===== src/rtl/dts_pkg.sv =====
package dts_pkg;

  typedef enum logic [1:0] {
    DM_TIME     = 2'd0,
    DM_EVENTS   = 2'd1,
    DM_EVT_TIME = 2'd2,
    DM_RSVD     = 2'd3
  } dly_mode_e;

  typedef enum logic [1:0] {
    TM_AUTO   = 2'd0,
    TM_NORMAL = 2'd1,
    TM_SINGLE = 2'd2,
    TM_RSVD   = 2'd3
  } trig_mode_e;

  typedef enum logic [1:0] {
    PH_WAIT,
    PH_EVT,
    PH_TIME,
    PH_HALT
  } phase_e;

  localparam logic [31:0] EVT_FLOOR = 32'd2;
  localparam logic [31:0] EVT_CEIL  = 32'd9999999;

  // legal event target
  function automatic logic [31:0] clamp_evt(input logic [31:0] n);
    if (n < EVT_FLOOR) return EVT_FLOOR;
    if (n > EVT_CEIL)  return EVT_CEIL;
    return n;
  endfunction

  // a zero tick count is read as one tick
  function automatic logic [31:0] at_least_one(input logic [31:0] v);
    return (v == 32'd0) ? 32'd1 : v;
  endfunction

endpackage


===== src/rtl/dts_down_cnt.sv =====
module dts_down_cnt #(
  parameter int W = 24
) (
  input  logic         clk,
  input  logic         rst_n,
  input  logic         load,
  input  logic [W-1:0] load_val,
  input  logic         step,
  output logic         last
);

  logic [W-1:0] cnt;

  always_ff @(posedge clk) begin
    if (!rst_n)                  cnt <= '0;
    else if (load)               cnt <= load_val;
    else if (step && cnt != '0)  cnt <= cnt - 1'b1;
  end

  assign last = step && (cnt == W'(1));

  AST_LOAD_NONZERO: assert property (@(posedge clk) disable iff (!rst_n)
    load |-> (load_val != '0));
  AST_NO_UNDERFLOW: assert property (@(posedge clk) disable iff (!rst_n)
    step |-> (cnt != '0));

endmodule


===== src/rtl/dts_holdoff.sv =====
module dts_holdoff #(
  parameter int W = 16
) (
  input  logic         clk,
  input  logic         rst_n,
  input  logic         clr,
  input  logic         en,
  input  logic [W-1:0] limit,
  output logic         expire
);

  logic [W-1:0] hcnt;
  logic [W-1:0] lim_m1;

  assign lim_m1 = (limit == '0) ? '0 : limit - 1'b1;
  assign expire = en && (hcnt == lim_m1);

  always_ff @(posedge clk) begin
    if (!rst_n)   hcnt <= '0;
    else if (clr) hcnt <= '0;
    else if (en)  hcnt <= expire ? '0 : hcnt + 1'b1;
  end

  AST_HOLD_IN_WINDOW: assert property (@(posedge clk) disable iff (!rst_n)
    en |-> (hcnt <= lim_m1));

endmodule


===== src/rtl/dly_trig_seq.sv =====
module dly_trig_seq
  import dts_pkg::*;
#(
  parameter int EVT_W  = 24,
  parameter int TIME_W = 20,
  parameter int HOLD_W = 16
) (
  input  logic              clk,
  input  logic              rst_n,
  input  logic              arm,
  input  logic [1:0]        trig_mode,
  input  logic [1:0]        dly_mode,
  input  logic [EVT_W-1:0]  evt_count,
  input  logic [TIME_W-1:0] dly_ticks,
  input  logic [HOLD_W-1:0] holdoff_ticks,
  input  logic              main_trig,
  input  logic              src_evt,
  output logic              main_fire,
  output logic              dly_trig,
  output logic              busy,
  output logic              done
);

  localparam logic [EVT_W-1:0] EVT_CEIL_W = EVT_W'(EVT_CEIL);

  phase_e            ph;
  dly_mode_e         mode_q;
  trig_mode_e        tm_q;
  logic [TIME_W-1:0] dly_q;

  // named internal events
  logic              waiting;
  logic              auto_exp;
  logic              accept;
  logic              use_evt_in;
  logic              evt_load, evt_step, evt_last;
  logic              chain;
  logic              tick_load, tick_step, tick_last;
  logic              fire_now;
  logic [EVT_W-1:0]  evt_target;
  logic [TIME_W-1:0] ticks_in;
  logic [TIME_W-1:0] tick_val;
  phase_e            after_fire;

  assign waiting    = (ph == PH_WAIT);
  assign use_evt_in = (dly_mode == DM_EVENTS) || (dly_mode == DM_EVT_TIME);
  assign accept     = waiting && !arm && (main_trig || auto_exp);
  assign evt_target = EVT_W'(clamp_evt(32'(evt_count)));
  assign ticks_in   = TIME_W'(at_least_one(32'(dly_ticks)));

  dts_holdoff #(.W(HOLD_W)) i_holdoff (
    .clk    (clk),
    .rst_n  (rst_n),
    .clr    (!waiting || arm),
    .en     (waiting && (trig_mode == TM_AUTO)),
    .limit  (holdoff_ticks),
    .expire (auto_exp)
  );

  assign evt_load = accept && use_evt_in;
  assign evt_step = (ph == PH_EVT) && src_evt;

  dts_down_cnt #(.W(EVT_W)) i_evt_cnt (
    .clk      (clk),
    .rst_n    (rst_n),
    .load     (evt_load),
    .load_val (evt_target),
    .step     (evt_step),
    .last     (evt_last)
  );

  assign chain     = (ph == PH_EVT) && evt_last && (mode_q == DM_EVT_TIME);
  assign tick_load = (accept && !use_evt_in) || chain;
  assign tick_val  = accept ? ticks_in : dly_q;
  assign tick_step = (ph == PH_TIME);

  dts_down_cnt #(.W(TIME_W)) i_tick_cnt (
    .clk      (clk),
    .rst_n    (rst_n),
    .load     (tick_load),
    .load_val (tick_val),
    .step     (tick_step),
    .last     (tick_last)
  );

  assign fire_now   = !arm && (((ph == PH_EVT) && evt_last && (mode_q == DM_EVENTS)) ||
                               ((ph == PH_TIME) && tick_last));
  assign after_fire = (tm_q == TM_SINGLE) ? PH_HALT : PH_WAIT;

  always_ff @(posedge clk) begin
    if (!rst_n) begin
      ph        <= PH_WAIT;
      mode_q    <= DM_TIME;
      tm_q      <= TM_NORMAL;
      dly_q     <= '0;
      main_fire <= 1'b0;
      dly_trig  <= 1'b0;
      done      <= 1'b0;
    end else begin
      main_fire <= accept;
      dly_trig  <= fire_now;
      if (arm) begin
        ph   <= PH_WAIT;
        done <= 1'b0;
      end else if (accept) begin
        ph     <= use_evt_in ? PH_EVT : PH_TIME;
        mode_q <= !use_evt_in ? DM_TIME :
                  (dly_mode == DM_EVT_TIME) ? DM_EVT_TIME : DM_EVENTS;
        tm_q   <= trig_mode_e'(trig_mode);
        dly_q  <= ticks_in;
        done   <= 1'b0;
      end else if (chain) begin
        ph <= PH_TIME;
      end else if (fire_now) begin
        ph   <= after_fire;
        done <= 1'b1;
      end
    end
  end

  assign busy = (ph == PH_EVT) || (ph == PH_TIME);

  AST_EVT_TARGET_LEGAL: assert property (@(posedge clk) disable iff (!rst_n)
    evt_load |-> (evt_target >= EVT_W'(2)) && (evt_target <= EVT_CEIL_W));
  AST_BUSY_BLOCKS_MAIN: assert property (@(posedge clk) disable iff (!rst_n)
    (busy && main_trig && !arm) |=> !main_fire);
  AST_DLY_ENDS_BUSY: assert property (@(posedge clk) disable iff (!rst_n)
    dly_trig |-> (!busy && $past(busy)));
  AST_FIRE_PULSE: assert property (@(posedge clk) disable iff (!rst_n)
    dly_trig |=> !dly_trig);
  AST_HALT_STICKS: assert property (@(posedge clk) disable iff (!rst_n)
    ((ph == PH_HALT) && !arm) |=> (ph == PH_HALT) && !main_fire);
  AST_DONE_RISE: assert property (@(posedge clk) disable iff (!rst_n)
    $rose(done) |-> dly_trig);
  AST_ARM_CLEARS: assert property (@(posedge clk) disable iff (!rst_n)
    arm |=> (!busy && !done && !dly_trig));

endmodule


===== config.mk =====
export PLATFORM = sky130hd
export DESIGN_NAME = dly_trig_seq
export DESIGN_NICKNAME = d
export VERILOG_FILES = /design/src/rtl/dts_pkg.sv /design/src/rtl/dts_down_cnt.sv /design/src/rtl/dts_holdoff.sv /design/src/rtl/dly_trig_seq.sv
export SDC_FILE = /design/constraint.sdc
export NUM_CORES = 1
export LEC_CHECK = 0
export ABC_AREA = 1
export BUFFER_PORTS_ARGS = -buffer_cell sky130_fd_sc_hd__buf_2
export CORE_ASPECT_RATIO = 1.1
export CORE_UTILIZATION = 45
export DETAILED_ROUTE_END_ITERATION = 7
export GPL_TIMING_DRIVEN = 0
export PLACE_DENSITY_LB_ADDON = 0.25
export SLEW_MARGIN = 20
export SYNTH_ARGS = -nofsm -noshare
export SYNTH_HDL_FRONTEND = slang
export SYNTH_SLANG_ARGS = --single-unit

===== constraint.sdc =====
create_clock -name clk -period 3.39 [get_ports clk]
set_input_delay 0 -clock clk [delete_from_list [all_inputs] [get_ports clk]]
set_output_delay 0 -clock clk [all_outputs]
set_load 0.02 [all_outputs]

==> flow_metrics.env, run 1 <==
export IMPL_status="finished clean"
export IMPL_ant_nets=0
export IMPL_hpwlAfterDp_um=13040
export IMPL_post_route_min_period_ps=2762
export IMPL_vdd_ir_drop_max_mv=0.3285
export IMPL_hp_class="input port to flip-flop"
export IMPL_cts_resized_gates=0
export IMPL_cts_made_buffers=9
export IMPL_fp_row_count=44
export IMPL_synth_edff_count=0
export IMPL_htreeDepth=3
export IMPL_final_hold_violation_count=0
export IMPL_cts_root_buf="clkbuf_16"
export IMPL_worstMarginPinSlew_ps=613.3
export IMPL_grt_pass1_vias=6160
export IMPL_viasPerCell=5.152
export IMPL_slew_violations=0
export IMPL_grt_pass1_wl_um=28280
export IMPL_cp_slowest_cell="dfxtp_1"
export IMPL_area_growth_pct=14.69
export IMPL_die_width_um=114.0
export IMPL_required_ps=3690
export IMPL_diodes=0
export IMPL_core_sq_um=13320
export IMPL_powerDensity_nw_per_um2=404.8
export IMPL_skew_ps=9.876
export IMPL_synth_avg_cell_area_sq_um=6.147
export IMPL_finalSetupViolations=0
export IMPL_worstPathMaxFanout=5
export IMPL_drive_gt1_share_pct=11.98
export IMPL_rsz0062_at_grt="false"
export IMPL_fin_nets=1177
export IMPL_drtIter0Drc=437
export IMPL_routed_via_count=6626
export IMPL_holdWs_ps=8.798
export IMPL_start_util_pct=46.60
export IMPL_netlist_area_sq_um=6208
export IMPL_yosys_area_top_type_share_pct=28.70
export IMPL_yosys_most_used_dff="dfxtp_1"
export IMPL_cts_setup_buffers=0
export IMPL_cts_sinks=89
export IMPL_cpMostUsedCell="nor3_1"
export IMPL_cp_start_kind="flip-flop"
export IMPL_gp_congestion=0.9557
export IMPL_synth_seq_area_share_pct=28.70
export IMPL_io_buffers=72
export IMPL_antenna_found_initial=0
export IMPL_cap_violations=0
export IMPL_worstSkewPairLatency_ps=350
export IMPL_final_util_pct=53.45
export IMPL_synth_area_leader_cell="dfxtp_1"
export IMPL_dr_pass1_iters=5
export IMPL_arrival_ps=3060
export IMPL_relSlewSlack_pct=58.68
export IMPL_netlist_instances=1010
export IMPL_drc=0
export IMPL_critPathTopFamily="simple AND/OR/NAND/NOR gates"
export IMPL_path_clk_slew_ps=70
export IMPL_timing_final_crit_share_pct=81.47
export IMPL_crit_buf_inv=4
export IMPL_grt_use_total_pct=24.62
export IMPL_die_area_sq_um=14270
export IMPL_synth_distinct_cells=39
export IMPL_ios=73
export IMPL_yosysWarnings=0
export IMPL_max_freq_mhz=362.1
export IMPL_end_kind="flip-flop"
export IMPL_grt_max_degree=16
export IMPL_drt_total_wl_um=16670
export IMPL_ys_async_sr_fraction_pct=0
export IMPL_cts_hold_buf=4
export IMPL_grt_overflow_total=0
export IMPL_path_class="flip-flop to flip-flop"
export IMPL_p_leak_nw=3.293
export IMPL_setup_tns_ps=0
export IMPL_tritoncts="built"
export IMPL_cp_cell_sequence="inv_1 -> ha_1 -> inv_1 -> nor3_1 -> inv_1 -> nor3_1 -> inv_1 -> nor3_1 -> nand2_1 -> nor3_1 -> nand3_1 -> nor3_1 -> nand2_1 -> a21oi_1 -> o21a_1"
export IMPL_die_h_um=125.2
export IMPL_syn_nets=1090
export IMPL_cts_max_path_buffers=2
export IMPL_synth_area_leaders="dfxtp_1 (29%), nand2_1 (16%), nor2_1 (8.5%), inv_1 (6.6%), nand3_1 (6.0%)"
export IMPL_post_drt_wl_per_cell_um=12.97
export IMPL_ys_seq_elements=89
export IMPL_max_stage_delay_ps=330
-- cells in the final DEF, fill, tap and decap left out, types with 23 or more instances in the layout --
| cell | count |
|---|---|
| nor2_1 | 140 |
| o21ai_0 | 52 |
| dfxtp_1 | 89 |
| inv_1 | 109 |
| nand2_1 | 260 |
| nand4_1 | 42 |
| buf_2 | 86 |
| xor2_1 | 23 |
| a21oi_1 | 55 |
| nand3_1 | 75 |
-- tightest hold or removal path, stage by stage --
cell	delay, ps
buf_2	90
nand3b_1	100
nand2_1	70
nor2_1	70
-- registers in the layout (all words and copies together) (netlist names) --
register        flops
mode_q              2
i_tick_cnt.cnt     20
i_holdoff.hcnt     16
ph                  2
tm_q                2
i_evt_cnt.cnt      24
main_fire           1
done                1
dly_q              20
dly_trig            1
-- metrics by stage --
| stage | std cells | setup slack (ps) | total power [mW] | area (sq um) |
|---|---|---|---|---|
| after floorplan | 1010 | 1022 | 1.733 | 6208 |
| after global placement | 1266 | 432.0 | 1.922 | 6799 |
| after detailed placement | 1266 | 430.1 | 1.931 | 6799 |
| after CTS | 1286 | 603.0 | 2.900 | 7121 |
| after global routing | 1286 | 203.7 | 3.067 | 7121 |
| final | 1286 | 628.1 | 2.882 | 7121 |
-- cell type report --
type	instances	area (sq um)
Tap cell	184	230.2
Sequential cell	89	1782
Clock buffer	10	239.0
Clock inverter	6	42.54
Timing Repair Buffer	76	400.4
Multi-Input combinational cell	769	3809
Inverter	111	416.7
Fill cell	1433	6202
Buffer	41	201.4
-- metal layers --
| metal | vias to the layer above | part of all wire (%) | track usage (%) |
|---|---|---|---|
| met4 | 0 | 2.1 | 9.091 |
| met3 | 27 | 4.4 | 3.539 |
| li1 | 3453 | - | - |
| met1 | 2962 | 49 | 33.44 |
| met5 | - | 0 | 0 |
| met2 | 184 | 45 | 39.43 |
-- path summary, 6_finish.rpt --
path                 start                 end  slack [ps]  cells past startpoint
min reg2reg        tm_q[1]             tm_q[1]         450                      2
max reg2reg          ph[1]  i_holdoff.hcnt[14]         630                     15
min          dly_ticks[12]           dly_q[12]           9                      4
max                  ph[1]  i_holdoff.hcnt[14]         630                     15
-- where the power goes --
part           internal [mW]  switching (mW)  total [mW]
Clock                  0.518           0.441       0.959
Combinational          0.296           0.462       0.758
Sequential              1.11          0.0562        1.16
Total                   1.92           0.959        2.88
-- logic make-up after synthesis --
family	count (synthesis)	synth area share, %
AO/OA/AOI/OAI	124	10.64
buffers and inverters	152	9.955
adder cells (fa/ha/maj)	11	2.217
flip-flops	89	28.70
AND/OR/NAND/NOR	596	43.13
XOR/XNOR	38	5.361
-- synthesized netlist by cell type (all sizes together) (15+ instances only) --
cell,instances
nand2,263
nor2,148
inv,110
dfxtp,89
nand3,77
o21ai,57
a21oi,55
nand4,42
xor2,23
clkbuf,22
nand3b,20
buf,19
nor3,16
xnor2,15
Power figures use the tool's default switching activity.
==> run 2: changes to the inputs <==
clock period = 2.7 ns   (was 3.39 ns; I/O delays follow)
==> run 2 against run 1 <==
  * Combinational power increased by 29%
  * Cell count up 0.54%
  * Clock power up 26%
  * Critical path type unchanged
  * Setup slack lost 390 ps
  * Critical path depth grew 2
  * Core utilization grew 1.1 points
==> flow_metrics.env, run 2 (same netlist as run 1, synthesis figures left out) <==
export IMPL_vdd_ir_drop_max_mv=0.4113
export IMPL_cts_sinks=89
export IMPL_fp_row_count=44
export IMPL_use_met1_pct=33.47
export IMPL_die_area_sq_um=14270
export IMPL_grt_pass1_wl_um=28370
export IMPL_postPlaceCellArea_sq_um=6799
export IMPL_tritoncts="built"
export IMPL_gp_congestion=0.9557
export IMPL_antenna_found_initial=0
export IMPL_path_clk_slew_ps=70
export IMPL_grt_use_met3_pct=3.539
export IMPL_grt_pass1_vias=6174
export IMPL_hpwlAfterDp_um=13040
export IMPL_p_leak_nw=3.357
export IMPL_layout_common_cells="nand2_1 (259), nor2_1 (139), inv_1 (107), dfxtp_1 (89), buf_2 (79)"
export IMPL_regToRegSetupSlack_ps=230
export IMPL_die_width_um=114.0
export IMPL_grt_overflow_total=0
export IMPL_ant_nets=0
export IMPL_swShare_pct=33.37
export IMPL_required_ps=2940
export IMPL_pwr_share_clk_pct=33.2
export IMPL_die_h_um=125.2
export IMPL_io_buffers=72
export IMPL_p_seq_share_pct=40.1
export IMPL_grt_max_degree=16
export IMPL_ios=73
export IMPL_multi_input_area_sq_um=3866
export IMPL_fillers=1404
export IMPL_routed_via_count=6638
export IMPL_fin_area_sq_um=7262
export IMPL_drtIter0Drc=483
export IMPL_finalSetupViolations=0
export IMPL_timing_final_crit_share_pct=91.31
export IMPL_worstMarginPinSlew_ps=585.8
export IMPL_switchingPower_mw=1.218
export IMPL_post_route_min_period_ps=2466
export IMPL_max_freq_mhz=405.6
export IMPL_dr_pass1_iters=5
export IMPL_holdWs_ps=6.267
export IMPL_relSlewSlack_pct=60.80
export IMPL_final_hold_violation_count=0
export IMPL_drt_total_wl_um=16920
export IMPL_largest_registers="i_evt_cnt.cnt (24), dly_q (20), i_tick_cnt.cnt (20)"
export IMPL_fin_nets=1184
export IMPL_cp_start_kind="flip-flop"
export IMPL_comb_power_share_pct=26.7
export IMPL_diodes=0
export IMPL_drive_gt1_share_pct=13.80
export IMPL_path_class="flip-flop to flip-flop"
export IMPL_worstSkewPairLatency_ps=360
export IMPL_gr_usage_met2_pct=39.61
export IMPL_status="finished clean"
export IMPL_cts_max_path_buffers=2
export IMPL_htreeDepth=3
export IMPL_grt_busiest_layer="met2"
export IMPL_p_int_mw=2.431
export IMPL_worstPathMaxFanout=10
export IMPL_viasPerCell=5.134
export IMPL_skew_ps=10.75
export IMPL_start_util_pct=46.60
export IMPL_regArea_sq_um=1782
export IMPL_cts_root_buf="clkbuf_16"
export IMPL_layout_commonest_cell="nand2_1"
export IMPL_largest_reg_flops=24
export IMPL_regMostFlops="i_evt_cnt.cnt"
export IMPL_drc=0
export IMPL_powerDensity_nw_per_um2=502.4
export IMPL_post_drt_wl_per_cell_um=13.09
export IMPL_grt_use_total_pct=24.71
export IMPL_core_sq_um=13320
export IMPL_cap_violations=0
export IMPL_area_growth_pct=16.97
export IMPL_end_kind="flip-flop"
export IMPL_hp_class="input port to flip-flop"
export IMPL_slew_violations=0
export IMPL_cts_made_buffers=9
export IMPL_final_util_pct=54.51
export IMPL_arrival_ps=2710
## run 2: changes by cell type in the layout (fill, tap and decap cells not counted), moves of 3 or more
cell,previous run,this run
buf_4,2,13
buf_2,86,79
nor3_1,16,11
clkbuf_1,22,19
nor3_2,0,3
## run 2: per-layer routing
layer / vias up / routed length (um) / part of all wire, %
met5: - / 0 / 0
met4: 0 / 355 / 2.1
met3: 27 / 774 / 4.6
met2: 181 / 7667 / 45
met1: 2966 / 8124 / 48
li1: 3464 / - / -
## run 2: final timing paths
kind                      start                end  depth (start not counted)
hold / removal    dly_ticks[12]          dly_q[12]                          4
setup reg to reg          ph[1]  i_evt_cnt.cnt[10]                         17
hold reg to reg         tm_q[1]            tm_q[1]                          2
setup / recovery          ph[1]  i_evt_cnt.cnt[10]                         17
## run 2: layout make-up
cell class | instances | area share (%)
Buffer | 40 | 3.101
Clock inverter | 6 | 0.5858
Sequential cell | 89 | 24.53
Clock buffer | 10 | 3.291
Tap cell | 184 | 3.170
Inverter | 111 | 5.737
Timing Repair Buffer | 84 | 6.340
Multi-Input combinational cell | 769 | 53.24
## run 2: stage by stage
step / setup WS [ps] / power [mW] / std cells / setup TNS (ps)
after floorplan: 332.3 / 2.175 / 1010 / 0
after global placement: -258.0 / 2.413 / 1266 / -9594
after detailed placement: -259.9 / 2.425 / 1266 / -9907
after CTS: 28.95 / 3.642 / 1286 / 0
after global routing: -4.957 / 3.875 / 1293 / -4.957
final: 234.5 / 3.648 / 1293 / 0
## run 2: what timing repair did
item | CTS | global route
gates cloned | 0 | 1
endpoints found under the hold margin | 4 | 0
resized for setup | 1 | 34
endpoints found under the setup margin | 1 | 59
pin swaps | 0 | 3
buffers inserted | 0 | 7
hold buffers | 4 | 0
## run 2: critical path, cell delays in order (launching register included)
cell and delay, ps:
dfxtp_1 330, inv_1 80, ha_2 180, inv_2 60, nor3_4 160, nand2_1 80
nor2_1 100, nand2_1 60, nor2_2 120, nand3_2 110, o21bai_4 240, nand2_4 110
nor2_4 170, buf_6 140, buf_6 130, nand2_1 70, a21oi_1 150, nor2_1 50
## run 2: power groups by stage
stage | clock, mW | sequential [mW] | combinational (mW)
4_1_cts | 1.23 | 1.46 | 0.947
3_3_place_gp | 0 | 1.49 | 0.925
3_5_place_dp | 0 | 1.49 | 0.935
6_report | 1.21 | 1.46 | 0.975
5_1_grt | 1.29 | 1.47 | 1.11
2_1_floorplan | 0 | 1.47 | 0.702
